<file path="src/rtl/can_stat_pkg.sv">
package can_stat_pkg;

  localparam int CODE_W = 3;
  localparam int REG_W  = 8;

  typedef enum logic [1:0] {
    EDGE_RISE = 2'd0,
    EDGE_FALL = 2'd1,
    EDGE_BOTH = 2'd2
  } edge_kind_e;

  // Bit positions in the status word; the host decodes this order.
  localparam int POS_BUS_OFF = 7;
  localparam int POS_THR     = 6;
  localparam int POS_WAKE    = 5;
  localparam int POS_RX      = 4;
  localparam int POS_TX      = 3;

  // Code value counts as "idle" when all zeros or all ones.
  function automatic logic code_idle(input logic [CODE_W-1:0] c);
    return (c == '0) || (c == '1);
  endfunction

  function automatic logic edge_hit(input edge_kind_e k, input logic prev, input logic cur);
    case (k)
      EDGE_RISE: return ~prev & cur;
      EDGE_FALL: return prev & ~cur;
      default:   return prev ^ cur;
    endcase
  endfunction

  function automatic logic code_event(input logic [CODE_W-1:0] held,
                                      input logic [CODE_W-1:0] fresh);
    return code_idle(held) && !code_idle(fresh);
  endfunction

endpackage

</file>
<file path="src/rtl/cst_level_bits.sv">
module cst_level_bits
  import can_stat_pkg::*;
#(
  parameter int N_LVL = 3
) (
  input  logic             clk,
  input  logic             rst_n,
  input  logic [N_LVL-1:0] lvl_in,
  input  edge_kind_e       kind [N_LVL],
  output logic [N_LVL-1:0] lvl_q,
  output logic [N_LVL-1:0] lvl_ev
);

  for (genvar i = 0; i < N_LVL; i++) begin : g_lvl
    always_ff @(posedge clk) begin
      if (!rst_n) lvl_q[i] <= 1'b0;
      else        lvl_q[i] <= lvl_in[i];
    end
    assign lvl_ev[i] = rst_n && edge_hit(kind[i], lvl_q[i], lvl_in[i]);
  end

endmodule

</file>
<file path="src/rtl/cst_done_bits.sv">
module cst_done_bits #(
  parameter int N_DIR = 2
) (
  input  logic             clk,
  input  logic             rst_n,
  input  logic [N_DIR-1:0] done,
  input  logic             wr,
  input  logic [N_DIR-1:0] wbits,
  output logic [N_DIR-1:0] ok_q,
  output logic [N_DIR-1:0] ok_ev
);

  for (genvar i = 0; i < N_DIR; i++) begin : g_dir
    logic nxt;
    always_comb begin
      nxt = ok_q[i];
      if (wr)      nxt = wbits[i];
      if (done[i]) nxt = 1'b1;
    end
    always_ff @(posedge clk) begin
      if (!rst_n) ok_q[i] <= 1'b0;
      else        ok_q[i] <= nxt;
    end
    assign ok_ev[i] = rst_n && done[i] && ok_q[i];
  end

endmodule

</file>
<file path="src/rtl/cst_err_code.sv">
module cst_err_code
  import can_stat_pkg::*;
(
  input  logic              clk,
  input  logic              rst_n,
  input  logic              err_valid,
  input  logic [CODE_W-1:0] err_code,
  input  logic              rd,
  output logic [CODE_W-1:0] code_q,
  output logic              code_ev
);

  logic [CODE_W-1:0] code_nxt;

  always_comb begin
    code_nxt = code_q;
    if (rd)        code_nxt = '1;
    if (err_valid) code_nxt = err_code;
  end

  always_ff @(posedge clk) begin
    if (!rst_n) code_q <= '0;
    else        code_q <= code_nxt;
  end

  assign code_ev = rst_n && err_valid && code_event(code_q, err_code);

endmodule

</file>
<file path="src/rtl/cst_irq_flag.sv">
module cst_irq_flag #(
  parameter int VEC_W    = 8,
  parameter int STAT_VEC = 1
) (
  input  logic             clk,
  input  logic             rst_n,
  input  logic             ev_any,
  input  logic             rd,
  input  logic             ie,
  input  logic             no_pend,
  output logic             flag_q,
  output logic [VEC_W-1:0] vec
);

  localparam logic [VEC_W-1:0] VEC_CODE = VEC_W'(STAT_VEC);

  always_ff @(posedge clk) begin
    if (!rst_n)      flag_q <= 1'b0;
    else if (ev_any) flag_q <= 1'b1;
    else if (rd)     flag_q <= 1'b0;
  end

  assign vec = (flag_q && ie && no_pend) ? VEC_CODE : '0;

endmodule

</file>
<file path="src/rtl/can_stat_irq.sv">
module can_stat_irq
  import can_stat_pkg::*;
#(
  parameter int VEC_W    = 8,
  parameter int STAT_VEC = 1
) (
  input  logic              clk,
  input  logic              rst_n,
  input  logic              pe_bus_off,
  input  logic              pe_thr,
  input  logic              pe_wake,
  input  logic              pe_rx_done,
  input  logic              pe_tx_done,
  input  logic              pe_err_valid,
  input  logic [CODE_W-1:0] pe_err_code,
  input  logic              thr_mode128,
  input  logic              cpu_rd,
  input  logic              cpu_wr,
  input  logic [REG_W-1:0]  cpu_wdata,
  input  logic              stat_ie,
  input  logic              no_other_pend,
  output logic [REG_W-1:0]  stat_reg,
  output logic              stat_flag,
  output logic [VEC_W-1:0]  irq_vec
);

  localparam int N_LVL = 3;
  localparam int N_DIR = 2;

  // Named internal events, visible to the bound checker.
  logic [N_LVL-1:0]  lvl_q, lvl_ev;
  logic [N_DIR-1:0]  ok_q, ok_ev;
  logic [CODE_W-1:0] code_q;
  logic              ev_bus_off, ev_thr, ev_wake, ev_rx, ev_tx, ev_err, ev_any;
  edge_kind_e        kinds [N_LVL];

  // Index 2: bus-off, 1: threshold, 0: wake
  assign kinds[2] = EDGE_RISE;
  assign kinds[1] = thr_mode128 ? EDGE_BOTH : EDGE_RISE;
  assign kinds[0] = EDGE_FALL;

  cst_level_bits #(.N_LVL(N_LVL)) u_lvl (
    .clk    (clk),
    .rst_n  (rst_n),
    .lvl_in ({pe_bus_off, pe_thr, pe_wake}),
    .kind   (kinds),
    .lvl_q  (lvl_q),
    .lvl_ev (lvl_ev)
  );

  cst_done_bits #(.N_DIR(N_DIR)) u_done (
    .clk   (clk),
    .rst_n (rst_n),
    .done  ({pe_rx_done, pe_tx_done}),
    .wr    (cpu_wr),
    .wbits ({cpu_wdata[POS_RX], cpu_wdata[POS_TX]}),
    .ok_q  (ok_q),
    .ok_ev (ok_ev)
  );

  cst_err_code u_code (
    .clk       (clk),
    .rst_n     (rst_n),
    .err_valid (pe_err_valid),
    .err_code  (pe_err_code),
    .rd        (cpu_rd),
    .code_q    (code_q),
    .code_ev   (ev_err)
  );

  assign ev_bus_off = lvl_ev[2];
  assign ev_thr     = lvl_ev[1];
  assign ev_wake    = lvl_ev[0];
  assign ev_rx      = ok_ev[1];
  assign ev_tx      = ok_ev[0];
  assign ev_any     = ev_bus_off | ev_thr | ev_wake | ev_rx | ev_tx | ev_err;

  cst_irq_flag #(.VEC_W(VEC_W), .STAT_VEC(STAT_VEC)) u_flag (
    .clk     (clk),
    .rst_n   (rst_n),
    .ev_any  (ev_any),
    .rd      (cpu_rd),
    .ie      (stat_ie),
    .no_pend (no_other_pend),
    .flag_q  (stat_flag),
    .vec     (irq_vec)
  );

  assign stat_reg = {lvl_q, ok_q, code_q};

  // Write data bits other than the two ok bits have no destination.
  logic wdata_unused;
  assign wdata_unused = ^{cpu_wdata[7:5], cpu_wdata[2:0]};

endmodule

</file>
<file path="config.mk">
export PLATFORM = sky130hd
export DESIGN_NAME = can_stat_irq
export DESIGN_NICKNAME = d
export VERILOG_FILES = /design/src/rtl/can_stat_pkg.sv /design/src/rtl/cst_level_bits.sv /design/src/rtl/cst_done_bits.sv /design/src/rtl/cst_err_code.sv /design/src/rtl/cst_irq_flag.sv /design/src/rtl/can_stat_irq.sv
export SDC_FILE = /design/constraint.sdc
export NUM_CORES = 1
export LEC_CHECK = 0
export BUFFER_PORTS_ARGS = -buffer_cell sky130_fd_sc_hd__clkbuf_2
export CORE_ASPECT_RATIO = 0.6
export CORE_MARGIN = 2
export CORE_UTILIZATION = 25
export DETAILED_ROUTE_END_ITERATION = 16
export SETUP_SLACK_MARGIN = 0.5
export SYNTH_ARGS = -nofsm -noshare
export SYNTH_HDL_FRONTEND = slang
export SYNTH_HIERARCHICAL = 1
export SYNTH_SLANG_ARGS = --single-unit
</file>
<file path="constraint.sdc">
create_clock -name clk -period 1.61 [get_ports clk]
set_clock_uncertainty 0.1 [all_clocks]
set_input_delay 0.0805 -clock clk [delete_from_list [all_inputs] [get_ports clk]]
set_output_delay 0.0805 -clock clk [all_outputs]
set_load 0.1 [all_outputs]
</file>
==> results of run 1 <==
[cell type report]
class	count	area (µm²)	share of cell area (%)
well taps	30	37.54	3.750
clock buffers	4	45.04	4.500
inverters	6	22.52	2.250
flip-flops and latches	9	209.0	20.87
repair buffers	33	244.0	24.38
multi-input cells	56	442.9	44.25
[cells by family after synthesis]
group / Yosys count
flip-flops: 9
multiplexers: 5
adder cells (fa/ha/maj): 6
other: 3
AND/OR/NAND/NOR: 21
buffers and inverters: 13
AO/OA/AOI/OAI: 10
[critical path, cell delays in order (launching register included)]
cell,delay (ns)
dfxtp_4,0.34
ha_4,0.15
mux2_4,0.25
o211a_1,0.23
nor4_4,0.14
nand2_1,0.08
o21a_1,0.16
[routing by layer]
metal	GRT usage (%)	share of wire [%]	routed length [µm]	vias up
li1	-	-	-	296
met5	0	0	0	-
met4	1.200	0	0	0
met3	6.720	11	156	0
met2	14.71	42	569	29
met1	13.37	47	637	262
[metrics by stage]
step	TNS, ns	utilization [%]	std cells
floorplan	-0.08012	-	78
global placement	-0.04614	37.40	130
detailed placement	-0.08922	37.40	130
CTS	0	43.98	138
global route	-0.02750	44.59	138
finish	0	44.59	138
[worst max path at each step]
stage                     cells past startpoint           start             to  slack [ns]
after detailed placement                      6  u_lvl/lvl_q[0]  u_flag/flag_q       -0.09
after floorplan                               6  u_lvl/lvl_q[0]  u_flag/flag_q       -0.08
after global placement                        6  u_lvl/lvl_q[0]  u_flag/flag_q       -0.05
final                                         6  u_lvl/lvl_q[0]  u_flag/flag_q        0.07
after CTS                                     6  u_lvl/lvl_q[0]  u_flag/flag_q        0.03
after global routing                          6  u_lvl/lvl_q[0]  u_flag/flag_q       -0.03
[sequential cells by signal, summed over array words and instances (netlist names)]
signal	cells
u_done/ok_q	2
u_flag/flag_q	1
u_code/code_q	3
u_lvl/lvl_q	3
[cell usage in the layout (no fill, tap or decap), types with 3 or more instances in the layout]
| cell | count |
|---|---|
| inv_1 | 4 |
| buf_4 | 5 |
| dlygate4sd3_1 | 4 |
| clkbuf_2 | 16 |
| o21a_1 | 3 |
| ha_1 | 4 |
| nand2_1 | 4 |
| mux2_4 | 3 |
| clkbuf_4 | 4 |
| clkbuf_8 | 3 |
| dfxtp_4 | 7 |
| and2_1 | 3 |
| conb_1 | 14 |
| o211a_1 | 3 |
| nand2b_1 | 3 |
[power groups by stage]
stage | Combinational [W] | Sequential, W | Clock (W)
after floorplan | 0.000152 | 0.000375 | 0
after global placement | 0.000316 | 0.000256 | 0
after detailed placement | 0.000320 | 0.000257 | 0
after CTS | 0.000349 | 0.000253 | 0.000274
after global routing | 0.000375 | 0.000255 | 0.000290
final | 0.000356 | 0.000253 | 0.000267
[what timing repair did]
action                     4_1_cts  5_1_grt
pin swaps                        1        2
hold buffers                     4        0
hold endpoints to repair         4        0
gates resized for setup         16        8
setup endpoints to repair       11        8
==> flow_summary.ini, run 1 <==
[placement]
hpwl_um = 1040
port_buffers = 27
routabilityCongestion = 0.7074
dpl_cell_area_um2 = 839.6
dp_slack_ns = -0.08922

[clock_tree]
cts_inserted_buffers = 3
cts_root_buf = clkbuf_8
cts.clk_slew.worst_paths_ns = 0.05
cts_tree = built
clock_path_buffers = 2
clock_sinks = 9
clk_latency_ns = 0.23
cts_setup_buffers = 0
h-tree-depth = 1

[setup_path]
critPathKind = reg -> reg
ff2ff_path_depth = 6
rrSetupSlack_ns = 0.07
start_kind = register
required_ns = 1.64
setup.worst_path.end_class = register
r2r_start = u_lvl/lvl_q[0]
reg2reg_to = u_flag/flag_q
crit_path_max_fanout = 2
cp.arrival_ns = 1.57

[power_and_ir_drop]
seqPwrFrac_pct = 28.9
power_switching_w = 0.0003639
fin_total_pwr_w = 0.0008750
clkPwrFrac_pct = 30.5
p_leak_nw = 0.5202
intPower_w = 0.0005110
vdd_ir_drop_max_uv = 439.6
power_frac_comb_pct = 40.6
powerDensity_mw_per_mm2 = 874.1
p_sw_share_pct = 41.59

[synthesis]
synth-seq-cells = 9
synth_edf_count = 0
post-synth-top-area-cell = dfxtp_1
synthMuxAreaShare_pct = 9.202
synthSimpleGateAreaFrac_pct = 20.45
ys_seq_area_share_pct = 29.45
synth_fa_ha_area_share_pct = 12.27
synth_compound_area_share_pct = 14.52
synth_area_per_cell_um2 = 9.132
synth_cells = 67
netlist_top_cells_count = 9 x dfxtp_1, 7 x buf_4, 6 x ha_1, 6 x inv_1, 5 x mux2_1
synth_xor_area_share_pct = 0
synth_cell_types = 22
yosysWarnings = 6
async_flop_share_pct = 0
synth_top_area_share_pct = 29.45
synth_area_leaders = dfxtp_1 29%, ha_1 12%, mux2_1 9.2%, buf_4 8.6%, o211a_1 4.9%
yosys_most_used_dff = dfxtp_1
synth_most_common_cell = dfxtp_1
syn_area_um2 = 611.8
synth_top_family_by_area = simple AND/OR/NAND/NOR gates

[cells_and_area]
fin_nets = 139
drive_gt1_share_pct = 48.15
antenna_cells = 0
final_area_mm2 = 0.001001
n_fill_cell = 228
syn_to_final_growth_pct = 63.60

[floorplanning]
start_util_pct = 27.26
io_pins = 41
core_area_mm2 = 0.002245
fp.dieW_um = 67.87
dieArea_mm2 = 0.002872
fp-row-count = 13
die_h_um = 42.32

[global_route]
antenna_found_initial = 0
grt_max_degree = 10
grt_pass1_vias = 474
grt-ovfl-total = 0
track_usage_pct = 10.33
grt_pass1_wl_um = 2173

[detailed_routing]
drc = 0
drt-pass1-iter-count = 4
vias = 587
wire_per_inst_um = 9.884
viasPerCell = 4.254
drt.antenna.violating_nets = 0
drt_iter0_drc = 21
wirelength_um = 1364

[hold_path]
hold_path.startpoint = pe_thr
hold_path.class = in -> reg
hold_depth = 2
min_to = u_lvl/lvl_q[1]

[sta]
setup_viol = 0
slew_violations = 0
final-hold-violation-count = 0
setup_ws_ns = 0.06600
fmaxAchievable_mhz = 647.7
rsz0062_at_grt = yes
period_needed_ns = 1.544
period_share_pct = 95.90
hold_ws_ns = 0.006144

[run]
drv_cap = 0

[status]
status = completed
(Power assumes the default switching activity.)
==> run 2, diff against run 1 <==
--- a/config.mk
+++ b/config.mk
@@ -5,7 +5,7 @@
 export SDC_FILE = /design/constraint.sdc
 export NUM_CORES = 1
 export LEC_CHECK = 0
-export BUFFER_PORTS_ARGS = -buffer_cell sky130_fd_sc_hd__clkbuf_2
+export BUFFER_PORTS_ARGS = -buffer_cell sky130_fd_sc_hd__buf_2
 export CORE_ASPECT_RATIO = 0.6
 export CORE_MARGIN = 2
 export CORE_UTILIZATION = 25
==> run 2 against run 1 <==
- global-route usage grew 0.81 points
- register-to-register slack barely moved
- fmax shrank 0.48%
- combinational power is 1% lower
- hold slack improved by 0.010 ns
- non-clock buffer count did not move
- critical endpoint unchanged
==> flow_summary.ini, run 2 (synthesized netlist as in run 1, its figures left out) <==
[clock_tree]
clock_path_buffers = 2
cts_inserted_buffers = 3
cts_root_buf = clkbuf_8
h-tree-depth = 1
cts_tree = built
clk_latency_ns = 0.23
clock_sinks = 9
cts.clk_slew.worst_paths_ns = 0.05

[setup_path]
required_ns = 1.63
cpLargestDelayFamily = compound AO/OA/AOI/OAI gates
start_kind = register
critPathKind = reg -> reg
crit_path_max_fanout = 2
setup.worst_path.end_class = register
cp.arrival_ns = 1.57
slowest_stage = dfxtp_4
critPathBufInv = 0
critPathMaxStageDelay_ns = 0.34
r2r_start = u_lvl/lvl_q[0]
worstPathCellList = ha_4 -> mux2_4 -> o211a_1 -> nor4_2 -> nand2_1 -> o21a_1
crit_start = u_lvl/lvl_q[0]

[global_route]
grt_max_degree = 9
grt-ovfl-total = 0
grt_pass1_vias = 574
track_usage_pct = 11.14
antenna_found_initial = 0
grt_pass1_wl_um = 2373

[power_and_ir_drop]
fin_total_pwr_w = 0.0008634
p_leak_nw = 0.5106
vdd_ir_drop_max_uv = 421.2
powerDensity_mw_per_mm2 = 877.9

[hold_path]
hold_path.startpoint = pe_thr
hold_path.class = in -> reg

[floorplanning]
fp.dieW_um = 67.87
dieArea_mm2 = 0.002872
io_pins = 41
start_util_pct = 27.26
fp-row-count = 13
core_area_mm2 = 0.002245
die_h_um = 42.32

[placement]
dpl_cell_area_um2 = 839.6
port_buffers = 27
hpwl_um = 1053
dp_slack_ns = -0.08446
routabilityCongestion = 0.7231
place_inst = 130

[cells_and_area]
n_fill_cell = 235
utilization_pct = 43.81
syn_to_final_growth_pct = 60.74
final_common_cell = buf_2
drive_gt1_share_pct = 48.15
antenna_cells = 0
fin_nets = 139
top_regs = u_code/code_q (3), u_lvl/lvl_q (3), u_done/ok_q (2)
layout_common_cells = 17 x buf_2, 14 x conb_1, 10 x buf_4
regArea_um2 = 209.0
final_area_um2 = 983.4
instances_no_fill = 138
multi_input_area_um2 = 434.2

[detailed_routing]
drt-pass1-iter-count = 4
vias = 563
wire_per_inst_um = 9.841
drc = 0
viasPerCell = 4.080
drt_iter0_drc = 3
wirelength_um = 1358
drt.antenna.violating_nets = 0

[run]
drv_cap = 0

[status]
status = completed

[sta]
slew_violations = 0
period_share_pct = 96.36
fmaxAchievable_mhz = 644.6
setup_ws_ns = 0.05853
setup_viol = 0
final-hold-violation-count = 0
period_needed_ns = 1.551
rsz0062_at_grt = yes
==> run 2: power by group <==
group          switching, W  internal (W)
Sequential        0.0000141      0.000239
Combinational      0.000254     0.0000970
Clock             0.0000874      0.000172
==> run 2: final cells by class <==
type	count	share of cell area, %
repair buffers	33	23.92
well taps	30	3.817
flip-flops and latches	9	21.25
multi-input cells	56	44.15
clock buffers	4	4.580
inverters	6	2.290
==> run 2: metrics by stage <==
stage,setup TNS (ns),hold WS [ns]
floorplan,-0.08012,0.09721
global placement,-0.05698,0.2046
detailed placement,-0.08446,0.2151
CTS,0,0.003885
global route,-0.02547,0.005228
finish,0,0.01656
==> run 2: worst paths after layout <==
kind,end,slack (ns),depth (start not counted)
setup / recovery,u_flag/flag_q,0.06,6
hold / removal,u_lvl/lvl_q[1],0.02,2
setup reg to reg,u_flag/flag_q,0.06,6
hold reg to reg,u_code/code_q[2],0.44,1
==> run 2: repair_timing <==
item | 4_1_cts | 5_1_grt
endpoints found under the hold margin | 4 | 0
setup buffers | 0 | 0
pin swaps | 2 | 2
hold buffers | 4 | 0
gates cloned | 0 | 0
endpoints found under the setup margin | 11 | 3
gates resized for setup | 17 | 1
==> run 2: per-layer routing <==
| layer | GRT usage [%] | wire (µm) | vias up |
|---|---|---|---|
| li1 | - | - | 296 |
| met1 | 14.24 | 693 | 243 |
| met2 | 16.67 | 547 | 24 |
| met3 | 5.645 | 118 | 0 |
| met4 | 2.400 | 0 | 0 |
| met5 | 0 | 0 | - |
==> run 3, diff against run 2 <==
--- a/config.mk
+++ b/config.mk
@@ -7,7 +7,6 @@
 export LEC_CHECK = 0
 export BUFFER_PORTS_ARGS = -buffer_cell sky130_fd_sc_hd__buf_2
 export CORE_ASPECT_RATIO = 0.6
-export CORE_MARGIN = 2
 export CORE_UTILIZATION = 25
 export DETAILED_ROUTE_END_ITERATION = 16
 export SETUP_SLACK_MARGIN = 0.5
==> run 3 against run 2 <==
- die area down 7.5%
- count of clock-buffer cells in the layout unchanged
- combinational power about the same
- power about the same
- clock power about the same
- non-clock buffer count unchanged
- register-to-register slack worse by 0.02 ns
- hold slack worse by 0.011 ns
- sequential cell count unchanged
- fmax down 1.1%
- via count unchanged
- largest cell class unchanged
==> flow_summary.ini, run 3 (synthesized netlist as in run 1, its figures left out) <==
[setup_path]
critPathKind = reg -> reg
reg2reg_to = u_flag/flag_q
cp.arrival_ns = 1.59
start_kind = register
setup.worst_path.end_class = register
rrSetupSlack_ns = 0.04
cp-endpoint = u_flag/flag_q
crit_path_max_fanout = 3
ff2ff_path_depth = 7
crit_start = u_lvl/lvl_q[2]
required_ns = 1.63
r2r_start = u_lvl/lvl_q[2]

[floorplanning]
die_h_um = 40.32
fp.dieW_um = 65.87
io_pins = 41
start_util_pct = 27.26
core_area_mm2 = 0.002245
dieArea_mm2 = 0.002656
fp-row-count = 13

[clock_tree]
cts.clk_slew.worst_paths_ns = 0.04
cts_tree = built
cts_setup_buffers = 0
clk_latency_ns = 0.23
cts_root_buf = clkbuf_8
cts_inserted_buffers = 3
h-tree-depth = 1
clock_sinks = 9
clock_path_buffers = 2

[global_route]
grt_max_degree = 9
grt_pass1_vias = 473
grt-ovfl-total = 0
antenna_found_initial = 0
track_usage_pct = 10.84
grt_pass1_wl_um = 1987

[detailed_routing]
drt_iter0_drc = 1
drt-pass1-iter-count = 4
vias = 563
drc = 0
drt.antenna.violating_nets = 0
viasPerCell = 4.080
wire_per_inst_um = 9.007
wirelength_um = 1243

[power_and_ir_drop]
fin_total_pwr_w = 0.0008640
powerDensity_mw_per_mm2 = 874.1
p_leak_nw = 0.5114
vdd_ir_drop_max_uv = 469.5

[cells_and_area]
layout_common_cells = 17 x buf_2, 14 x conb_1, 10 x buf_4
utilization_pct = 44.04
final_common_cell = buf_2
syn_to_final_growth_pct = 61.55
drive_gt1_share_pct = 47.22
fin_nets = 139
antenna_cells = 0
top_regs = u_code/code_q (3), u_lvl/lvl_q (3), u_done/ok_q (2)

[sta]
slew_violations = 0
setup_viol = 0
rsz0062_at_grt = yes
period_share_pct = 97.42
final-hold-violation-count = 0
period_needed_ns = 1.568
fmaxAchievable_mhz = 637.6

[placement]
routabilityCongestion = 0.7262
port_buffers = 27
hpwl_um = 1017

[status]
status = completed

[run]
drv_cap = 0

[hold_path]
hold_path.class = in -> reg
[run 3: cell count changes in the layout (fill, tap and decap cells not counted)]
cell and delta:
nor4_4 +1, mux2_4 -1, mux2_1 +1, nor4_2 -1
[run 3: worst min-delay path by stage]
stage                    start              to  slack [ns]  depth (start not counted)
CTS                     pe_thr  u_lvl/lvl_q[1]       0.003                          2
global route            pe_thr  u_lvl/lvl_q[1]        0.01                          2
detailed placement  pe_rx_done  u_done/ok_q[1]        0.21                          2
floorplan                rst_n  u_done/ok_q[0]         0.1                          1
global placement    pe_tx_done  u_done/ok_q[0]        0.20                          2
finish                  pe_thr  u_lvl/lvl_q[1]       0.006                          2
[run 3: metal layers]
| layer | part of all wire, % | up-vias | GRT usage, % |
|---|---|---|---|
| met2 | 39 | 24 | 16.07 |
| met5 | 0 | - | 0 |
| li1 | - | 291 | - |
| met3 | 9.7 | 0 | 6.534 |
| met4 | 0 | 0 | 3.261 |
| met1 | 51 | 248 | 13.14 |
[run 3: cell type report]
cell class,count,area [µm²]
Sequential cell,9,209.0
Multi-Input combinational cell,56,439.2
Tap cell,30,37.54
Clock buffer,4,45.04
Inverter,6,22.52
Timing Repair Buffer,33,235.2
Fill cell,242,1256
[run 3: per-stage QoR]
stage                     instances  worst slack, ns  cell area, µm²  hold WS, ns  TNS (ns)
after floorplan                  78         -0.08012           704.4      0.09721  -0.08012
after global placement          130         -0.07666           839.6       0.2017  -0.07666
after detailed placement        130          -0.1065           839.6       0.2099   -0.1065
after CTS                       138          0.01139           975.9     0.003342         0
after global routing            138         -0.05232           988.4      0.01179  -0.05232
final                           138          0.04158           988.4     0.005774         0
[run 3: power by group]
group / switching, W / internal [W]
combinational: 0.000253 / 0.0000972
clock: 0.0000888 / 0.000173
sequential: 0.0000136 / 0.000239
total: 0.000356 / 0.000508
[run 3: what timing repair did]
item,4_1_cts,5_1_grt
cloned,0,0
hold buffers,4,0
setup endpoints to repair,11,3
pin swaps,2,0
resized for setup,16,2
hold endpoints to repair,4,0
[run 3: critical path, stage by stage, from the launching register on]
cell,delay [ns]
dfxtp_4,0.35
inv_2,0.03
ha_1,0.17
mux2_1,0.29
o211a_1,0.22
nor2_1,0.09
nand2_1,0.05
o21a_1,0.16
